<file path="config.mk">
export PLATFORM = sky130hd
export DESIGN_NAME = tmr_pair
export DESIGN_NICKNAME = d
export VERILOG_FILES = /design/src/rtl/tmr_pkg.sv /design/src/rtl/tmr_rst_sync.sv /design/src/rtl/tmr_sync.sv /design/src/rtl/tmr_chan.sv /design/src/rtl/tmr_pair.sv
export SDC_FILE = /design/constraint.sdc
export NUM_CORES = 1
export LEC_CHECK = 0
export BUFFER_PORTS_ARGS = -buffer_cell sky130_fd_sc_hd__buf_2
export CORE_MARGIN = 2
export CORE_UTILIZATION = 29
export CTS_BUF_LIST = sky130_fd_sc_hd__clkbuf_8
export DETAILED_ROUTE_END_ITERATION = 10
export GPL_ROUTABILITY_DRIVEN = 0
export PLACE_DENSITY_LB_ADDON = 0.05
export SLEW_MARGIN = 5
export SYNTH_ARGS = -nofsm -noshare
export SYNTH_HDL_FRONTEND = slang
export SYNTH_SLANG_ARGS = --single-unit
</file>
<file path="constraint.sdc">
create_clock -name clk -period 3.61 [get_ports clk]
set_input_delay 0.722 -clock clk [delete_from_list [all_inputs] [get_ports clk]]
set_output_delay 0.722 -clock clk [all_outputs]
set_load 0.02 [all_outputs]
</file>
<file path="src/rtl/tmr_pkg.sv">
package tmr_pkg;
  localparam int NCH   = 2;
  localparam int SEL_W = 3;

  typedef enum logic [1:0] {
    MODE_PRE13   = 2'd0,
    MODE_CAS16   = 2'd1,
    MODE_RELOAD8 = 2'd2,
    MODE_SPLIT   = 2'd3
  } tmr_mode_e;

  typedef struct packed {
    tmr_mode_e mode;
    logic      src;
    logic      gate;
    logic      run;
  } tmr_ctrl_t;

  localparam int CTRL_W = $bits(tmr_ctrl_t);

  localparam logic [SEL_W-1:0] SEL_LO0  = 3'd0;
  localparam logic [SEL_W-1:0] SEL_HI0  = 3'd1;
  localparam logic [SEL_W-1:0] SEL_LO1  = 3'd2;
  localparam logic [SEL_W-1:0] SEL_HI1  = 3'd3;
  localparam logic [SEL_W-1:0] SEL_CTL0 = 3'd4;
  localparam logic [SEL_W-1:0] SEL_CTL1 = 3'd5;
  localparam logic [SEL_W-1:0] SEL_FLAG = 3'd6;
endpackage

</file>
<file path="src/rtl/tmr_rst_sync.sv">
module tmr_rst_sync (
  input  logic clk,
  input  logic arst_n,
  output logic srst_n
);
  logic [1:0] stage_q;

  always_ff @(posedge clk or negedge arst_n) begin
    if (!arst_n) stage_q <= '0;
    else         stage_q <= {stage_q[0], 1'b1};
  end

  assign srst_n = stage_q[1];
endmodule

</file>
<file path="src/rtl/tmr_sync.sv">
module tmr_sync #(
  parameter int N      = 1,
  parameter int STAGES = 2
) (
  input  logic         clk,
  input  logic         rst_n,
  input  logic [N-1:0] din,
  output logic [N-1:0] dout
);
  logic [N-1:0] stage_q [STAGES];

  genvar s;
  generate
    for (s = 0; s < STAGES; s++) begin : g_stage
      if (s == 0) begin : g_first
        always_ff @(posedge clk or negedge rst_n) begin
          if (!rst_n) stage_q[s] <= '0;
          else        stage_q[s] <= din;
        end
      end else begin : g_rest
        always_ff @(posedge clk or negedge rst_n) begin
          if (!rst_n) stage_q[s] <= '0;
          else        stage_q[s] <= stage_q[s-1];
        end
      end
    end
  endgenerate

  assign dout = stage_q[STAGES-1];
endmodule

</file>
<file path="src/rtl/tmr_chan.sv">
module tmr_chan
  import tmr_pkg::*;
#(
  parameter int W        = 8,
  parameter int PRE      = 5,
  parameter bit SPLIT_HI = 1'b1
) (
  input  logic         clk,
  input  logic         rst_n,
  input  tmr_mode_e    mode,
  input  logic         step_lo,
  input  logic         step_hi,
  input  logic         wr_lo,
  input  logic         wr_hi,
  input  logic [W-1:0] wdata,
  output logic [W-1:0] lo,
  output logic [W-1:0] hi,
  output logic         ovf_main,
  output logic         ovf_split
);
  localparam int DW = 2 * W;
  localparam logic [W-1:0]   W_ONE   = W'(1);
  localparam logic [PRE-1:0] PRE_ONE = PRE'(1);
  localparam logic [DW-1:0]  DW_ONE  = DW'(1);

  logic [W-1:0] lo_q, hi_q, lo_n, hi_n;
  logic         split, lo_blk, hi_blk;

  always_comb begin
    split     = (mode == MODE_SPLIT);
    lo_blk    = wr_lo | (~split & wr_hi);
    hi_blk    = wr_hi | (~split & wr_lo);
    lo_n      = lo_q;
    hi_n      = hi_q;
    ovf_main  = 1'b0;
    ovf_split = 1'b0;
    unique case (mode)
      MODE_PRE13: begin
        if (step_lo && !lo_blk) begin
          if (&lo_q[PRE-1:0]) begin
            lo_n[PRE-1:0] = '0;
            hi_n          = hi_q + W_ONE;
            ovf_main      = &hi_q;
          end else begin
            lo_n[PRE-1:0] = lo_q[PRE-1:0] + PRE_ONE;
          end
        end
      end
      MODE_CAS16: begin
        if (step_lo && !lo_blk) begin
          {hi_n, lo_n} = {hi_q, lo_q} + DW_ONE;
          ovf_main     = &{hi_q, lo_q};
        end
      end
      MODE_RELOAD8: begin
        if (step_lo && !lo_blk) begin
          if (&lo_q) begin
            lo_n     = hi_q;
            ovf_main = 1'b1;
          end else begin
            lo_n = lo_q + W_ONE;
          end
        end
      end
      MODE_SPLIT: begin
        if (SPLIT_HI) begin
          if (step_lo && !lo_blk) begin
            lo_n     = lo_q + W_ONE;
            ovf_main = &lo_q;
          end
          if (step_hi && !hi_blk) begin
            hi_n      = hi_q + W_ONE;
            ovf_split = &hi_q;
          end
        end
      end
      default: ;
    endcase
    if (wr_lo) lo_n = wdata;
    if (wr_hi) hi_n = wdata;
  end

  always_ff @(posedge clk or negedge rst_n) begin
    if (!rst_n) begin
      lo_q <= '0;
      hi_q <= '0;
    end else begin
      lo_q <= lo_n;
      hi_q <= hi_n;
    end
  end

  assign lo = lo_q;
  assign hi = hi_q;
endmodule

</file>
<file path="src/rtl/tmr_pair.sv">
module tmr_pair
  import tmr_pkg::*;
#(
  parameter int W   = 8,
  parameter int PRE = 5
) (
  input  logic             clk,
  input  logic             rst_n,
  input  logic             tick,
  input  logic [1:0]       cnt_pin,
  input  logic [1:0]       irq_pin,
  input  logic             wr_en,
  input  logic [SEL_W-1:0] wr_sel,
  input  logic [W-1:0]     wr_data,
  input  logic [1:0]       ack,
  output logic [W-1:0]     ch0_lo,
  output logic [W-1:0]     ch0_hi,
  output logic [W-1:0]     ch1_lo,
  output logic [W-1:0]     ch1_hi,
  output logic [1:0]       ovf
);
  logic          srst_n;
  logic [3:0]    pins_s;
  logic [1:0]    cnt_s, irq_s, cnt_prev_q, cnt_fall;
  tmr_ctrl_t     ctrl0_q, ctrl1_q, ctrl0_n, ctrl1_n;
  logic [1:0]    flag_q, flag_n, set_flag;
  logic          run0, run1, evt0, evt1, split_step;
  logic          c0_ovf_main, c0_ovf_split, c1_ovf_main, c1_ovf_split;
  logic          wr_flag;

  tmr_rst_sync u_rst (.clk(clk), .arst_n(rst_n), .srst_n(srst_n));

  tmr_sync #(.N(4), .STAGES(2)) u_sync (
    .clk(clk), .rst_n(srst_n), .din({irq_pin, cnt_pin}), .dout(pins_s)
  );

  assign cnt_s    = pins_s[1:0];
  assign irq_s    = pins_s[3:2];
  assign cnt_fall = cnt_prev_q & ~cnt_s;

  always_ff @(posedge clk or negedge srst_n) begin
    if (!srst_n) cnt_prev_q <= '0;
    else         cnt_prev_q <= cnt_s;
  end

  // Count-event qualification
  always_comb begin
    run0       = ctrl0_q.run & (~ctrl0_q.gate | irq_s[0]);
    run1       = ctrl1_q.run & (~ctrl1_q.gate | irq_s[1]);
    evt0       = run0 & (ctrl0_q.src ? cnt_fall[0] : tick);
    evt1       = run1 & (ctrl1_q.src ? cnt_fall[1] : tick);
    split_step = ctrl1_q.run & tick;
  end

  tmr_chan #(.W(W), .PRE(PRE), .SPLIT_HI(1'b1)) u_ch0 (
    .clk(clk), .rst_n(srst_n), .mode(ctrl0_q.mode),
    .step_lo(evt0), .step_hi(split_step),
    .wr_lo(wr_en && wr_sel == SEL_LO0), .wr_hi(wr_en && wr_sel == SEL_HI0),
    .wdata(wr_data), .lo(ch0_lo), .hi(ch0_hi),
    .ovf_main(c0_ovf_main), .ovf_split(c0_ovf_split)
  );

  tmr_chan #(.W(W), .PRE(PRE), .SPLIT_HI(1'b0)) u_ch1 (
    .clk(clk), .rst_n(srst_n), .mode(ctrl1_q.mode),
    .step_lo(evt1), .step_hi(1'b0),
    .wr_lo(wr_en && wr_sel == SEL_LO1), .wr_hi(wr_en && wr_sel == SEL_HI1),
    .wdata(wr_data), .lo(ch1_lo), .hi(ch1_hi),
    .ovf_main(c1_ovf_main), .ovf_split(c1_ovf_split)
  );

  // Control and flag next state
  always_comb begin
    ctrl0_n = ctrl0_q;
    ctrl1_n = ctrl1_q;
    if (wr_en && wr_sel == SEL_CTL0) ctrl0_n = tmr_ctrl_t'(wr_data[CTRL_W-1:0]);
    if (wr_en && wr_sel == SEL_CTL1) ctrl1_n = tmr_ctrl_t'(wr_data[CTRL_W-1:0]);

    set_flag[0] = c0_ovf_main;
    set_flag[1] = (ctrl0_q.mode == MODE_SPLIT) ? c0_ovf_split
                                               : (c1_ovf_main | c1_ovf_split);
    wr_flag = wr_en && wr_sel == SEL_FLAG;
    for (int i = 0; i < NCH; i++) begin
      if (wr_flag)          flag_n[i] = wr_data[i];
      else if (set_flag[i]) flag_n[i] = 1'b1;
      else if (ack[i])      flag_n[i] = 1'b0;
      else                  flag_n[i] = flag_q[i];
    end
  end

  always_ff @(posedge clk or negedge srst_n) begin
    if (!srst_n) begin
      ctrl0_q <= '0;
      ctrl1_q <= '0;
      flag_q  <= '0;
    end else begin
      ctrl0_q <= ctrl0_n;
      ctrl1_q <= ctrl1_n;
      flag_q  <= flag_n;
    end
  end

  assign ovf = flag_q;
endmodule

</file>
==> results of run 1 <==
-- per-stage QoR --
| stage | cells | setup slack [ns] | utilization, % |
|---|---|---|---|
| after floorplan | 395 | 1.41 | - |
| after global placement | 582 | 1.00 | 33.2 |
| after detailed placement | 582 | 1.01 | 33.2 |
| after CTS | 590 | 1.10 | 34.0 |
| after global routing | 590 | 0.859 | 34.0 |
| final | 590 | 1.06 | 34.0 |
-- metal layers --
| metal | track usage [%] | share of wire [%] |
|---|---|---|
| met3 | 2.69 | 3.2 |
| met1 | 25.2 | 51 |
| met4 | 5.22 | 1.4 |
| met5 | 0 | 0 |
| met2 | 24.9 | 45 |
-- power by group --
group          internal [mW]  switching, mW  total [mW]
registers              0.810          0.303        1.11
clock network          0.143          0.244       0.387
logic                  0.467          0.719        1.19
-- layout make-up --
type / instances / area (µm²)
Clock buffer: 5 / 68.8
Clock inverter: 3 / 27.5
Fill cell: 1271 / 7930
Inverter: 13 / 48.8
Multi-Input combinational cell: 309 / 2060
Sequential cell: 56 / 1400
Tap cell: 147 / 184
Timing Repair Buffer: 57 / 293
-- sequential cells by signal, indices dropped and copies added (netlist names) --
register and flops:
ovf 2, cnt_prev_q 2, u_sync.dout 4, u_sync.stage_q 4, u_ch0.lo 8, ctrl0_q 5, ctrl1_q 5, u_ch0.hi 8
u_ch1.lo 8, u_ch1.hi 8, u_rst.stage_q 2
-- critical path: cells and delay by family (launching register included) --
kind / cells / cell delay (ns)
buffers and inverters: 1 / 0.11
AO/OA/AOI/OAI: 3 / 0.88
adder cells (fa/ha/maj): 2 / 0.59
AND/OR/NAND/NOR: 2 / 0.39
flip-flops: 1 / 0.47
-- how the worst max path moves through the flow --
| stage | endpoint | slack (ns) | startpoint |
|---|---|---|---|
| finish | u_ch0.hi[4] | 1.06 | u_ch0.lo[0] |
| global route | u_ch0.hi[4] | 0.86 | u_ch0.lo[0] |
| floorplan | u_ch0.hi[4] | 1.41 | u_ch0.lo[0] |
| global placement | u_ch0.lo[6] | 1.00 | wr_sel[1] |
| CTS | u_ch0.hi[4] | 1.10 | u_ch0.lo[0] |
| detailed placement | u_ch0.lo[6] | 1.01 | wr_sel[1] |
-- cell families (layout without fill, tap and decap cells) --
family                   after synthesis  in the layout
buffers and inverters                 30             78
multiplexers                          14             14
adder cells (fa/ha/maj)               15             15
flip-flops                            56             56
other                                  1              1
AO/OA/AOI/OAI                        110            110
AND/OR/NAND/NOR                      153            153
XOR/XNOR                              16             16
-- layout by cell type (no fill, tap or decap), types with 2 or more instances in the layout --
cell type and instances:
dfrtp_1 55, buf_2 54, nand2_1 40, o21ai_0 34
nor2_1 30, a21oi_1 29, nand3_1 18, xor2_1 15
ha_1 15, and3_1 14, inv_1 13, nand4_1 11
mux2_2 8, o31ai_1 7, nand2b_1 6, a31oi_1 6
mux2i_1 6, nor3_1 5, a221oi_1 5, clkbuf_8 5
and2_1 4, and4_1 4, nor2b_1 3, a211oi_1 3
a211o_1 3, buf_4 3, o221ai_1 2, a31o_2 2
o21a_1 2, nor3b_1 2, o211ai_1 2, o32ai_1 2
==> impl_metrics.env, run 1 <==
export IMPL_clockBufferDepth=2
export IMPL_ys_types=63
export IMPL_area_growth_pct=14.1
export IMPL_max_stage_delay_ns=0.53
export IMPL_cts_sinks=56
export IMPL_synth_compound_area_share_pct=19.9
export IMPL_synth_nets=431
export IMPL_grt_pass1_vias=2953
export IMPL_cts_setup_buffers=0
export IMPL_grt_pass1_wl_mm=17.0
export IMPL_ios=55
export IMPL_cp_required_ns=3.84
export IMPL_worstPathCellList="ha_1 > and3_1 > ha_1 > inv_1 > o31ai_2 > nand3_1 > o21ai_0 > a31oi_1"
export IMPL_path_common_cell="ha_1"
export IMPL_grt_start_max_net_pins=32
export IMPL_r2r_start="u_ch0.lo[0]"
export IMPL_outcome="completed"
export IMPL_synth_commonest_cells="56 x dfrtp_1, 40 x nand2_1, 34 x o21ai_0"
export IMPL_fmax_mhz=392
export IMPL_critical_path_startpoint_type="flop"
export IMPL_slowest_stage="o31ai_2"
export IMPL_yosysMostFrequentCell="dfrtp_1"
export IMPL_dpl_cell_area_um2=3980
export IMPL_synth_area_leaders="dfrtp_1 39%, ha_1 5.2%, o21ai_0 4.8%"
export IMPL_htree_levels=2
export IMPL_finalCriticalPeriod_ns=2.55
export IMPL_drt_total_wl_mm=10.8
export IMPL_clkLatencyLatePin_ns=0.34
export IMPL_n_antenna_cell=0
export IMPL_synth_top_area_share_pct=39.2
export IMPL_grtUsageTotal_pct=16.9
export IMPL_cts_hold_buffers_added=0
export IMPL_yosysSeqAreaShare_pct=39.2
export IMPL_dp_final_hpwl_mm=8.05
export IMPL_worstRegToRegCells=8
export IMPL_whs_ns=0.140
export IMPL_die_area_um2=13200
export IMPL_synth_top_family_by_area="simple AND/OR/NAND/NOR gates"
export IMPL_hold_viol=0
export IMPL_die_x_um=115
export IMPL_clk_pin_slew_ns=0.11
export IMPL_grt_antenna_before_repair=0
export IMPL_antenna_left=0
export IMPL_cts_root_buf="clkbuf_8"
export IMPL_cts_resized=0
export IMPL_max_slew_margin_pct=44.5
export IMPL_yosys_area_share_simple_pct=24.1
export IMPL_yosysWarnings=0
export IMPL_setup_viol=0
export IMPL_fin_tns_setup_ns=0
export IMPL_hold_path_class="in -> async"
export IMPL_synth_mux_area_share_pct=4.20
export IMPL_yosys_area_top_type="dfrtp_1"
export IMPL_drcViolationCount=0
export IMPL_drive_gt1_share_pct=19.9
export IMPL_crit_type="reg -> reg"
export IMPL_synth_edf_count=0
export IMPL_final_cell_area_um2=4080
export IMPL_cts_made_buffers=5
export IMPL_r2r_end="u_ch0.hi[4]"
export IMPL_leakagePower_nw=1.76
export IMPL_cp_max_fo=8
export IMPL_synth_async_reset_ratio_pct=100
export IMPL_cts_tree="yes"
export IMPL_final_max_slew_viol_count=0
export IMPL_synth_flop_cell="dfrtp_1"
export IMPL_endpoint_kind="flop"
export IMPL_maxCapViolCount=0
export IMPL_drtPass1Iterations=4
export IMPL_ys_seq_elements=56
export IMPL_core_area_um2=12000
export IMPL_synthAdderAreaFrac_pct=5.25
export IMPL_wl_per_cell_um=18.3
export IMPL_rrSetupSlack_ns=1.06
export IMPL_peakVddDrop_uv=179
export IMPL_chipHeight_um=115
export IMPL_synth_avg_cell_area_um2=9.05
export IMPL_nets=478
export IMPL_synth_xor_area_share_pct=3.92
export IMPL_num_rows=40
export IMPL_synth_area_um2=3580
export IMPL_rsz0062_at_grt="false"
export IMPL_power_density_nw_per_um2=658
export IMPL_fin_crit_sh_pct=70.7
export IMPL_p_total_mw=2.69
export IMPL_vias=3173
export IMPL_port_buffers=54
export IMPL_syn_inst=395
export IMPL_vias_per_cell=5.38
export IMPL_drtIter0Drc=214
export IMPL_worst_pin_slew_ns=0.826
export IMPL_cp_arrival_ns=2.78
export IMPL_grt_overflow_total=0
export IMPL_start_util_pct=29.8
export IMPL_finClkSkew_ns=0.00767
No activity file was read; power rests on OpenSTA's default activity.
==> run 2, diff against run 1 <==
Clock period 3.61 ns to 2.4 ns, I/O delays scaled along.
==> impl_metrics.env, run 2 (synthesized netlist as in run 1, its figures left out) <==
export IMPL_outcome="completed"
export IMPL_layout_common_cells="55 x dfrtp_1, 54 x buf_2, 40 x nand2_1"
export IMPL_drt_total_wl_mm=10.9
export IMPL_leakagePower_nw=1.84
export IMPL_die_x_um=115
export IMPL_layout_commonest_cell="dfrtp_1"
export IMPL_drive_gt1_share_pct=22.0
export IMPL_n_antenna_cell=0
export IMPL_p_total_mw=4.20
export IMPL_final_max_slew_viol_count=0
export IMPL_htree_levels=2
export IMPL_cp_top_family="simple AND/OR/NAND/NOR gates"
export IMPL_path_common_cell="ha_1"
export IMPL_vias=3184
export IMPL_crit_type="reg -> reg"
export IMPL_fin_crit_sh_pct=91.7
export IMPL_setup_viol=0
export IMPL_dp_cells=592
export IMPL_fmax_mhz=454
export IMPL_multi_input_area_um2=2060
export IMPL_power_density_nw_per_um2=994
export IMPL_grt_pass1_vias=3104
export IMPL_finClkSkew_ns=0.00730
export IMPL_final_seq_area_um2=1400
export IMPL_clockBufferDepth=2
export IMPL_maxCapViolCount=0
export IMPL_grt_pass1_wl_mm=17.5
export IMPL_wl_per_cell_um=18.0
export IMPL_max_stage_delay_ns=0.44
export IMPL_clk_pin_slew_ns=0.11
export IMPL_cts_sinks=56
export IMPL_cts_made_buffers=5
export IMPL_max_slew_margin_pct=55.8
export IMPL_grt_overflow_total=0
export IMPL_clkLatencyLatePin_ns=0.34
export IMPL_nets=490
export IMPL_antenna_left=0
export IMPL_cts_tree="yes"
export IMPL_slowest_stage="dfrtp_1"
export IMPL_dp_final_hpwl_mm=8.02
export IMPL_hold_viol=0
export IMPL_fillers=1278
export IMPL_grtUsageTotal_pct=17.4
export IMPL_grt_start_max_net_pins=43
export IMPL_ios=55
export IMPL_critical_path_startpoint_type="flop"
export IMPL_cp_max_fo=10
export IMPL_worst_pin_slew_ns=0.657
export IMPL_port_buffers=54
export IMPL_final_cell_area_um2=4220
export IMPL_critPathBufInv=1
export IMPL_peakVddDrop_uv=366
export IMPL_start_util_pct=29.8
export IMPL_hold_path_class="reg -> async"
export IMPL_die_area_um2=13200
export IMPL_cp_required_ns=2.67
export IMPL_area_growth_pct=18.1
export IMPL_drtIter0Drc=212
export IMPL_finalCriticalPeriod_ns=2.20
export IMPL_endpoint_kind="flop"
export IMPL_instances_no_fill=602
export IMPL_drcViolationCount=0
export IMPL_chipHeight_um=115
export IMPL_worstPathCellList="ha_1 > and3_2 > ha_1 > mux2i_1 > nor3_4 > buf_12 > nand4_1 > xor2_1 > a21oi_1"
export IMPL_grt_antenna_before_repair=0
export IMPL_core_area_um2=12000
export IMPL_cp_arrival_ns=2.47
export IMPL_cts_root_buf="clkbuf_8"
export IMPL_dpl_cell_area_um2=4070
export IMPL_vias_per_cell=5.29
export IMPL_drtPass1Iterations=4
export IMPL_num_rows=40
## run 2: cell types whose count changed in the layout (fill, tap and decap cells not counted)
cell           change
clkinvlp_4         -1
inv_8              -1
buf_4              +9
bufinv_16          +1
dlygate4sd3_1      +1
buf_12             +2
and3_1             -1
clkbuf_8           +1
and3_2             +1
## run 2: metrics by stage
step | setup WS, ns | hold slack (ns) | utilization, % | setup TNS [ns]
final | 0.198 | 0.165 | 35.2 | 0
after CTS | 0.111 | 0.183 | 35.0 | 0
after floorplan | 0.201 | 0.184 | - | 0
after detailed placement | 0.141 | 0.172 | 33.9 | 0
after global placement | 0.117 | 0.174 | 33.9 | 0
after global routing | -0.0219 | 0.200 | 35.2 | -0.0275
## run 2: layout make-up
type | count | area share (%)
clock buffer | 6 | 1.95
clock inverter | 2 | 0.918
inverter | 13 | 1.16
multi-input combinational | 309 | 48.7
sequential | 56 | 33.2
tap | 147 | 4.35
timing repair buffer | 69 | 9.72
## run 2: path summary, 6_finish.rpt
path	slack, ns	endpoint	depth (start not counted)	startpoint
worst max-delay path	0.20	u_ch1.hi[5]	9	u_ch1.lo[0]
max in group asynchronous	1.68	u_ch1.hi[7]	1	u_rst.stage_q[1]
min in group clk	0.23	u_sync.stage_q[6]	1	irq_pin[0]
worst min-delay path	0.17	ctrl1_q[2]	0	u_rst.stage_q[1]
worst max register to register	0.20	u_ch1.hi[5]	9	u_ch1.lo[0]
worst min register to register	0.17	ctrl1_q[2]	0	u_rst.stage_q[1]
## run 2: repair_timing
action	CTS	global route
buffers inserted	0	1
setup endpoints to repair	0	7
endpoints found under the hold margin	2	0
resized for setup	0	1
hold buffers	1	0
## run 2: where the power goes
group	switching, mW	total [mW]	internal (mW)	leakage [nW]
logic	1.10	1.83	0.739	1.11
clock network	0.359	0.701	0.342	0.0614
registers	0.445	1.66	1.22	0.667
total	1.90	4.20	2.30	1.84
## run 2: per-layer routing
metal,up-vias,GRT usage (%),routed length (µm)
met3,10,2.64,382
met1,1533,25.3,5440
li1,1577,-,-
met5,-,0,0
met2,64,26.8,4890
met4,0,5.30,148
